**src/rtl/dis_pkg.sv**
```systemverilog
package dis_pkg;
   // number of slots decoded together and of result ports per cycle
   localparam int SLOTS    = 2;
   localparam int WB_PORTS = 2;
endpackage

```
**src/rtl/dis_pair_buf.sv**
```systemverilog
module dis_pair_buf #(
   parameter int W = 8
) (
   input  logic                          clk,
   input  logic                          rst_n,
   input  logic [dis_pkg::SLOTS-1:0]         in_vld,
   input  logic [dis_pkg::SLOTS-1:0][W-1:0]  in_word,
   input  logic [dis_pkg::SLOTS-1:0]         go,
   output logic [dis_pkg::SLOTS-1:0]         s_vld,
   output logic [dis_pkg::SLOTS-1:0][W-1:0]  s_word,
   output logic                          ready
);
   assign ready = (s_vld == '0);

   always_ff @(posedge clk) begin
      if (!rst_n) begin
         s_vld  <= '0;
         s_word <= '0;
      end else if (ready) begin
         s_vld <= in_vld;
         if (|in_vld) s_word <= in_word;
      end else begin
         s_vld <= s_vld & ~go;
      end
   end

   for (genvar k = 0; k < dis_pkg::SLOTS; k++) begin : g_hold
      // a stalled slot keeps its contents until it issues
      p_slot_hold_r1: assert property (@(posedge clk) disable iff (!rst_n)
         (s_vld[k] && !go[k]) |=> (s_vld[k] && $stable(s_word[k])));
   end
endmodule

```
**src/rtl/dis_reg_table.sv**
```systemverilog
module dis_reg_table #(
   parameter int REG_W = 3,
   parameter int LAT_W = 3,
   localparam int NREG = 1 << REG_W
) (
   input  logic                                  clk,
   input  logic                                  rst_n,
   input  logic [dis_pkg::SLOTS-1:0]             set,
   input  logic [dis_pkg::SLOTS-1:0][REG_W-1:0]  set_reg,
   input  logic [dis_pkg::SLOTS-1:0][LAT_W-1:0]  set_lat,
   output logic [NREG-1:0][LAT_W-1:0]            rcnt
);
   if (REG_W < 1 || LAT_W < 2) begin : g_bad_cfg
      $error("dis_reg_table: REG_W and LAT_W out of range");
   end

   for (genvar r = 0; r < NREG; r++) begin : g_reg
      // the younger slot wins when both write the same register
      always_ff @(posedge clk) begin
         if (!rst_n)
            rcnt[r] <= '0;
         else if (set[1] && set_reg[1] == REG_W'(r))
            rcnt[r] <= set_lat[1];
         else if (set[0] && set_reg[0] == REG_W'(r))
            rcnt[r] <= set_lat[0];
         else if (rcnt[r] != '0)
            rcnt[r] <= rcnt[r] - LAT_W'(1);
      end
   end
endmodule

```
**src/rtl/dis_unit_pool.sv**
```systemverilog
module dis_unit_pool #(
   parameter int NUM_UNIT = 3,
   parameter int UNIT_W   = 2,
   parameter int REG_W    = 3,
   parameter int LAT_W    = 3
) (
   input  logic                                      clk,
   input  logic                                      rst_n,
   input  logic [dis_pkg::SLOTS-1:0]                 go,
   input  logic [dis_pkg::SLOTS-1:0][UNIT_W-1:0]     unit,
   input  logic [dis_pkg::SLOTS-1:0][LAT_W-1:0]      lat,
   input  logic [dis_pkg::SLOTS-1:0][REG_W-1:0]      dst,
   output logic [NUM_UNIT-1:0][LAT_W-1:0]            ucnt,
   output logic [dis_pkg::WB_PORTS-1:0]              wb_vld,
   output logic [dis_pkg::WB_PORTS-1:0][REG_W-1:0]   wb_reg
);
   import dis_pkg::*;

   if (NUM_UNIT < 2 || (1 << UNIT_W) < NUM_UNIT) begin : g_bad_cfg
      $error("dis_unit_pool: unit index too narrow");
   end

   logic [NUM_UNIT-1:0][REG_W-1:0] udst;
   logic [NUM_UNIT-1:0]            done;

   for (genvar u = 0; u < NUM_UNIT; u++) begin : g_unit
      always_ff @(posedge clk) begin
         if (!rst_n) begin
            ucnt[u] <= '0;
            udst[u] <= '0;
         end else if (go[0] && unit[0] == UNIT_W'(u)) begin
            ucnt[u] <= lat[0];
            udst[u] <= dst[0];
         end else if (go[1] && unit[1] == UNIT_W'(u)) begin
            ucnt[u] <= lat[1];
            udst[u] <= dst[1];
         end else if (ucnt[u] != '0) begin
            ucnt[u] <= ucnt[u] - LAT_W'(1);
         end
      end
      assign done[u] = (ucnt[u] == LAT_W'(1));

      p_unit_load0_r3: assert property (@(posedge clk) disable iff (!rst_n)
         (go[0] && unit[0] == UNIT_W'(u)) |=> (ucnt[u] == $past(lat[0])));
      p_unit_load1_r3: assert property (@(posedge clk) disable iff (!rst_n)
         (go[1] && unit[1] == UNIT_W'(u)) |=> (ucnt[u] == $past(lat[1])));
   end

   // finishing units fill the ports lowest index first
   always_comb begin
      int n;
      n      = 0;
      wb_vld = '0;
      wb_reg = '0;
      for (int u = 0; u < NUM_UNIT; u++) begin
         if (done[u]) begin
            if (n < WB_PORTS) begin
               wb_vld[n] = 1'b1;
               wb_reg[n] = udst[u];
            end
            n++;
         end
      end
   end

   p_wb_cap_r7: assert property (@(posedge clk) disable iff (!rst_n)
      $countones(done) <= WB_PORTS);
endmodule

```
**src/rtl/dis_scoreboard.sv**
```systemverilog
module dis_scoreboard #(
   parameter int REG_W   = 3,
   parameter int MAX_LAT = 4,
   parameter int NUM_INT = 2,
   localparam int NREG     = 1 << REG_W,
   localparam int LAT_W    = $clog2(MAX_LAT + 2),
   localparam int NUM_UNIT = NUM_INT + 1,
   localparam int UNIT_W   = $clog2(NUM_UNIT)
) (
   input  logic                  clk,
   input  logic                  rst_n,
   input  logic [1:0]            in_vld,
   output logic                  in_ready,
   input  logic [1:0][REG_W-1:0] in_dst,
   input  logic [1:0][REG_W-1:0] in_sa,
   input  logic [1:0][REG_W-1:0] in_sb,
   input  logic [1:0]            in_sa_en,
   input  logic [1:0]            in_sb_en,
   input  logic [1:0]            in_fp,
   input  logic [1:0][LAT_W-1:0] in_lat,
   output logic [1:0]            iss,
   output logic [1:0][UNIT_W-1:0] iss_unit,
   output logic [1:0]            wb_vld,
   output logic [1:0][REG_W-1:0] wb_reg
);
   import dis_pkg::*;

   localparam int SW = 3 * REG_W + LAT_W + 3;
   localparam logic [UNIT_W-1:0] FP_UNIT = UNIT_W'(NUM_INT);

   if (REG_W < 1 || MAX_LAT < 1 || NUM_INT < 1) begin : g_bad_cfg
      $error("dis_scoreboard: parameter out of range");
   end

   logic [SLOTS-1:0][SW-1:0]     in_word, s_word;
   logic [SLOTS-1:0]             s_vld, s_sae, s_sbe, s_fp;
   logic [SLOTS-1:0][REG_W-1:0]  s_dst, s_sa, s_sb;
   logic [SLOTS-1:0][LAT_W-1:0]  s_lat;
   logic [NREG-1:0][LAT_W-1:0]   rcnt;
   logic [NUM_UNIT-1:0][LAT_W-1:0] ucnt;
   logic [NUM_UNIT-1:0]          ufree;
   logic [SLOTS-1:0]             go;
   logic [SLOTS-1:0][UNIT_W-1:0] u_sel;

   for (genvar k = 0; k < SLOTS; k++) begin : g_slot
      assign in_word[k] = {in_fp[k], in_sb_en[k], in_sa_en[k], in_lat[k],
                           in_sb[k], in_sa[k], in_dst[k]};
      assign {s_fp[k], s_sbe[k], s_sae[k], s_lat[k], s_sb[k], s_sa[k], s_dst[k]} = s_word[k];
   end

   for (genvar u = 0; u < NUM_UNIT; u++) begin : g_free
      assign ufree[u] = (ucnt[u] <= LAT_W'(1));
   end

   dis_pair_buf #(.W(SW)) u_pair (
      .clk(clk), .rst_n(rst_n), .in_vld(in_vld), .in_word(in_word),
      .go(go), .s_vld(s_vld), .s_word(s_word), .ready(in_ready));

   dis_reg_table #(.REG_W(REG_W), .LAT_W(LAT_W)) u_regs (
      .clk(clk), .rst_n(rst_n), .set(go), .set_reg(s_dst), .set_lat(s_lat),
      .rcnt(rcnt));

   dis_unit_pool #(.NUM_UNIT(NUM_UNIT), .UNIT_W(UNIT_W), .REG_W(REG_W),
                   .LAT_W(LAT_W)) u_units (
      .clk(clk), .rst_n(rst_n), .go(go), .unit(u_sel), .lat(s_lat),
      .dst(s_dst), .ucnt(ucnt), .wb_vld(wb_vld), .wb_reg(wb_reg));

   // hazard and resource check, older slot first
   always_comb begin
      logic              g0, taken, raw, waw, ok, blocked;
      logic [UNIT_W-1:0] u0, u;
      int                wbn;
      g0 = 1'b0;
      u0 = '0;
      go = '0;
      u_sel = '0;
      for (int k = 0; k < SLOTS; k++) begin
         taken = (k == 1) && g0;
         raw = (s_sae[k] && (rcnt[s_sa[k]] != '0 || (taken && s_sa[k] == s_dst[0]))) ||
               (s_sbe[k] && (rcnt[s_sb[k]] != '0 || (taken && s_sb[k] == s_dst[0])));
         waw = (rcnt[s_dst[k]] > s_lat[k]) ||
               (taken && s_dst[k] == s_dst[0] && s_lat[0] >= s_lat[k]);
         ok = 1'b0;
         u  = FP_UNIT;
         if (s_fp[k]) begin
            ok = ufree[NUM_INT] && !(taken && u0 == FP_UNIT);
         end else begin
            for (int i = 0; i < NUM_INT; i++) begin
               if (!ok && ufree[i] && !(taken && u0 == UNIT_W'(i))) begin
                  ok = 1'b1;
                  u  = UNIT_W'(i);
               end
            end
         end
         wbn = 0;
         for (int i = 0; i < NUM_UNIT; i++)
            if (ucnt[i] == s_lat[k] + LAT_W'(1)) wbn++;
         if (taken && s_lat[0] == s_lat[k]) wbn++;
         blocked = (k == 1) && s_vld[0] && !g0;
         go[k] = s_vld[k] && !blocked && ok && !raw && !waw && (wbn < WB_PORTS);
         u_sel[k] = u;
         if (k == 0) begin
            g0 = go[0];
            u0 = u;
         end
      end
   end

   assign iss      = go;
   assign iss_unit = u_sel;

   p_ready_quiet_r1: assert property (@(posedge clk) disable iff (!rst_n)
      in_ready |-> (iss == '0));
   p_order_r2: assert property (@(posedge clk) disable iff (!rst_n)
      (s_vld[0] && !iss[0]) |-> !iss[1]);
   for (genvar p = 0; p < WB_PORTS; p++) begin : g_wbchk
      p_wb_pending_r6: assert property (@(posedge clk) disable iff (!rst_n)
         wb_vld[p] |-> (rcnt[wb_reg[p]] != '0));
   end
endmodule

```
**config.mk**
```make
export PLATFORM = sky130hd
export DESIGN_NAME = dis_scoreboard
export DESIGN_NICKNAME = d
export VERILOG_FILES = /design/src/rtl/dis_pkg.sv /design/src/rtl/dis_pair_buf.sv /design/src/rtl/dis_reg_table.sv /design/src/rtl/dis_unit_pool.sv /design/src/rtl/dis_scoreboard.sv
export SDC_FILE = /design/constraint.sdc
export NUM_CORES = 1
export LEC_CHECK = 0
export BUFFER_PORTS_ARGS = -buffer_cell sky130_fd_sc_hd__buf_2
export CORE_ASPECT_RATIO = 1.5
export CORE_UTILIZATION = 30
export CTS_BUF_LIST = sky130_fd_sc_hd__clkbuf_4
export CTS_CLUSTER_DIAMETER = 80
export DETAILED_ROUTE_END_ITERATION = 8
export GPL_TIMING_DRIVEN = 0
export PLACE_DENSITY = 0.53
export SKIP_LAST_GASP = 1
export SYNTH_ARGS = -nofsm -noshare
export SYNTH_HDL_FRONTEND = slang
export SYNTH_SLANG_ARGS = --single-unit
```
**constraint.sdc**
```tcl
create_clock -name clk -period 5.02 [get_ports clk]
set_clock_uncertainty 0.15 [all_clocks]
set_input_delay 1.506 -clock clk [delete_from_list [all_inputs] [get_ports clk]]
set_output_delay 1.506 -clock clk [all_outputs]
set_load 0.01 [all_outputs]
```
==> qor.txt <==
Status - complete, but fails checks
Failing checks - negative setup slack
Critical path startpoint category - flop
CTS buffer count - 9
Initial Util - 30.80%
Post-DP HPWL - 14.89 mm
PortBufs - 48
Synth top area cells - dfxtp_1 (25%), ha_1 (9.3%), mux2i_1 (7.2%)
Critical Path AT - 3840 ps
Later-pin clock latency in the skew report - 450 ps
First-pass GRT wire length - 30.58 mm
Worst-margin pin slew - 886.3 ps
Slew HR - 40.46%
Crit Path Category - reg2out
Pwr dens - 544.5 mW/mm²
Post-Place Cells - 1041
Setup tns final - -1182 ps
GRT Overall Usage - 20.11%
Flops & latches, synth - 74
Slowest stage delay, CP - 510 ps
Fin nets - 890
ANT nets after route - 0
Most frequent cell after synthesis - nand2_1
Final worst slack - -474.6 ps
DIE HEIGHT - 174.5 µm
Critical Path Fanout Max - 7
CP Data Required Time - 3360 ps
Fmax - 0.1820 GHz
Row count - 62
Layout cells sized above 1 - 18.36%
Max Cap Viol - 0
Async S/R FF share, synth - 0%
Crit path capture type - output port
Synth top area share - 24.90%
Die area - 0.02041 mm²
Main synth FF type - dfxtp_1
Final period util - 109.5%
YS warnings - 0
DRT Pass-1 Iters - 5
Routability Congestion - 0.8419
Syn-to-layout area delta - 17.60%
Starting DRT DRC Count - 344
Pin count of the biggest net entering global routing - 13
Distinct cells, synth - 65
Core area - 0.01932 mm²
Seq/Total Area, Yosys - 24.90%
TritonCTS clock tree - yes
Syn avg cell area - 8.073 µm²
Vias in the first global route - 5523
WL/cell - 18.30 µm
RSZ-0062 raised after global routing - true
Endpoints failing hold - 0
Most frequent cell on the critical path - buf_6
Clk sinks - 74
Most frequent cells after synthesis - nand2_1 (113), dfxtp_1 (74), nor2_1 (49)
Final setup fails - 4
Synth Instances - 737
Clock transition at the registers of the reported paths - 130 ps
Leakage - 0.002865 µW
Die Wd - 117.0 µm
Top cell type by total area after synthesis - dfxtp_1
Clock Path Buffers - 2
Syn_nets - 815
Slowest-stage cell, CP - mux4_2
Fin. max-slew vios - 0
Final wirelength - 19.66 mm
Residual DRC - 0
GRT overflow - 0
CP Cell Sequence - buf_12 > mux4_2 > mux2i_2 > ha_2 > inv_2 > a211oi_2 > o22ai_1 > or3_4 > buf_6 > buf_6 > nor4_4 > mux2i_2 > buf_4 > nand2_4 > inv_4 > buf_6
Worst Hold Class - reg2reg
Max IR drop VDD - 0.1362 mV
Min Tclk post-route - 5495 ps
Initial antenna violation count - 1
Final std cells w/o fill - 1074
Number of synthesized flops with an enable pin - 0
Hold_ws - 321.0 ps
Post-Syn Area - 0.005949 mm²
Cts hold-fix bufs - 0
Vias - 5673
Htree depth - 3
Vias/cell - 5.282
IO Count - 49
CTS root buf - clkbuf_4
worst max-delay path: cells and delay by family (launching register included):
kind	cells	cell delay [ps]
AOI/OAI and AO/OA	2	390
adders and majority gates	1	200
buffers and inverters	7	750
DFF	1	410
muxes	3	930
and+or+nand+nor	3	710
metal layers:
| layer | track usage, % | up-vias | routed length (µm) |
|---|---|---|---|
| met3 | 2.615 | 50 | 853 |
| met4 | 9.863 | 0 | 949 |
| met1 | 22.06 | 2688 | 7589 |
| li1 | - | 2766 | - |
| met5 | 0 | - | 0 |
| met2 | 36.96 | 169 | 10260 |
layout by cell type (no fill, tap or decap), types with 4 or more instances in the layout:
cell,instances
or4_1,10
dfxtp_1,68
o2111ai_1,5
inv_1,42
xor2_1,9
o22ai_1,4
o21ai_0,28
nand2b_1,17
nand4_1,5
mux2i_1,42
nor2_1,49
dfxtp_2,5
mux4_2,14
nand3_1,19
a22oi_1,5
or3_1,8
buf_6,8
nor3b_1,4
a211o_1,13
nand2_1,113
nor3_1,12
xnor2_1,30
clkbuf_4,13
buf_2,47
o21ai_1,4
buf_4,17
nor4b_2,4
a211oi_1,15
a21oi_1,37
nor4_1,4
clkbuf_1,37
ha_1,43
o211ai_1,13
worst paths after layout:
check | from | end | slack [ps] | cells past startpoint
max | u_pair.s_word[0] | iss[1] | -470 | 16
min | u_pair.s_word[12] | u_pair.s_word[12] | 320 | 2
max reg2reg | u_pair.s_word[0] | u_units.ucnt[2] | 550 | 17
min reg2reg | u_pair.s_word[12] | u_pair.s_word[12] | 320 | 2
logic make-up after synthesis:
family	after synthesis	share of synthesized area [%]
simple gates	267	22.44
buf+inv	99	6.540
xor+xnor	41	6.162
compound gates	151	17.37
flops	74	24.90
fa+ha+maj	44	9.253
mux	61	13.33
registers in the layout, summed over array words and instances, names as in the netlist:
register,flops
u_units.ucnt,9
u_pair.s_vld,2
u_units.udst,9
u_regs.rcnt,24
u_pair.s_word,30
stage by stage:
| stage | setup WS (ps) | utilization (%) | cell area (µm²) | power (µW) |
|---|---|---|---|---|
| floorplan | 29.35 | - | 5963 | 2583 |
| global placement | -1011 | 33.77 | 6524 | 3151 |
| detailed placement | -977.6 | 33.77 | 6524 | 3173 |
| CTS | -534.7 | 35.67 | 6890 | 3735 |
| global route | -644.7 | 36.22 | 6997 | 4145 |
| finish | -474.6 | 36.22 | 6997 | 3810 |
cell type report:
type / instances / area [µm²]
clock buffers: 12 / 90.09
clock inverters: 4 / 76.32
multi-input cells: 564 / 4165
fillers: 2033 / 12320
inverters: 47 / 188.9
well taps: 256 / 320.3
repair buffers: 69 / 431.7
diodes: 1 / 2.502
plain buffers: 47 / 230.2
flip-flops and latches: 74 / 1491
power by group:
part,switching (µW),leakage (µW),internal [µW]
Combinational,1310,0.00216,1080
Clock,242,0.0000877,220
Sequential,207,0.000613,751
timing repair:
item | in CTS | in global routing
setup endpoints to repair | 4 | 4
gates resized for setup | 38 | 19
setup buffers | 12 | 9
pin swaps | 12 | 9
Power figures use the tool's default switching activity.
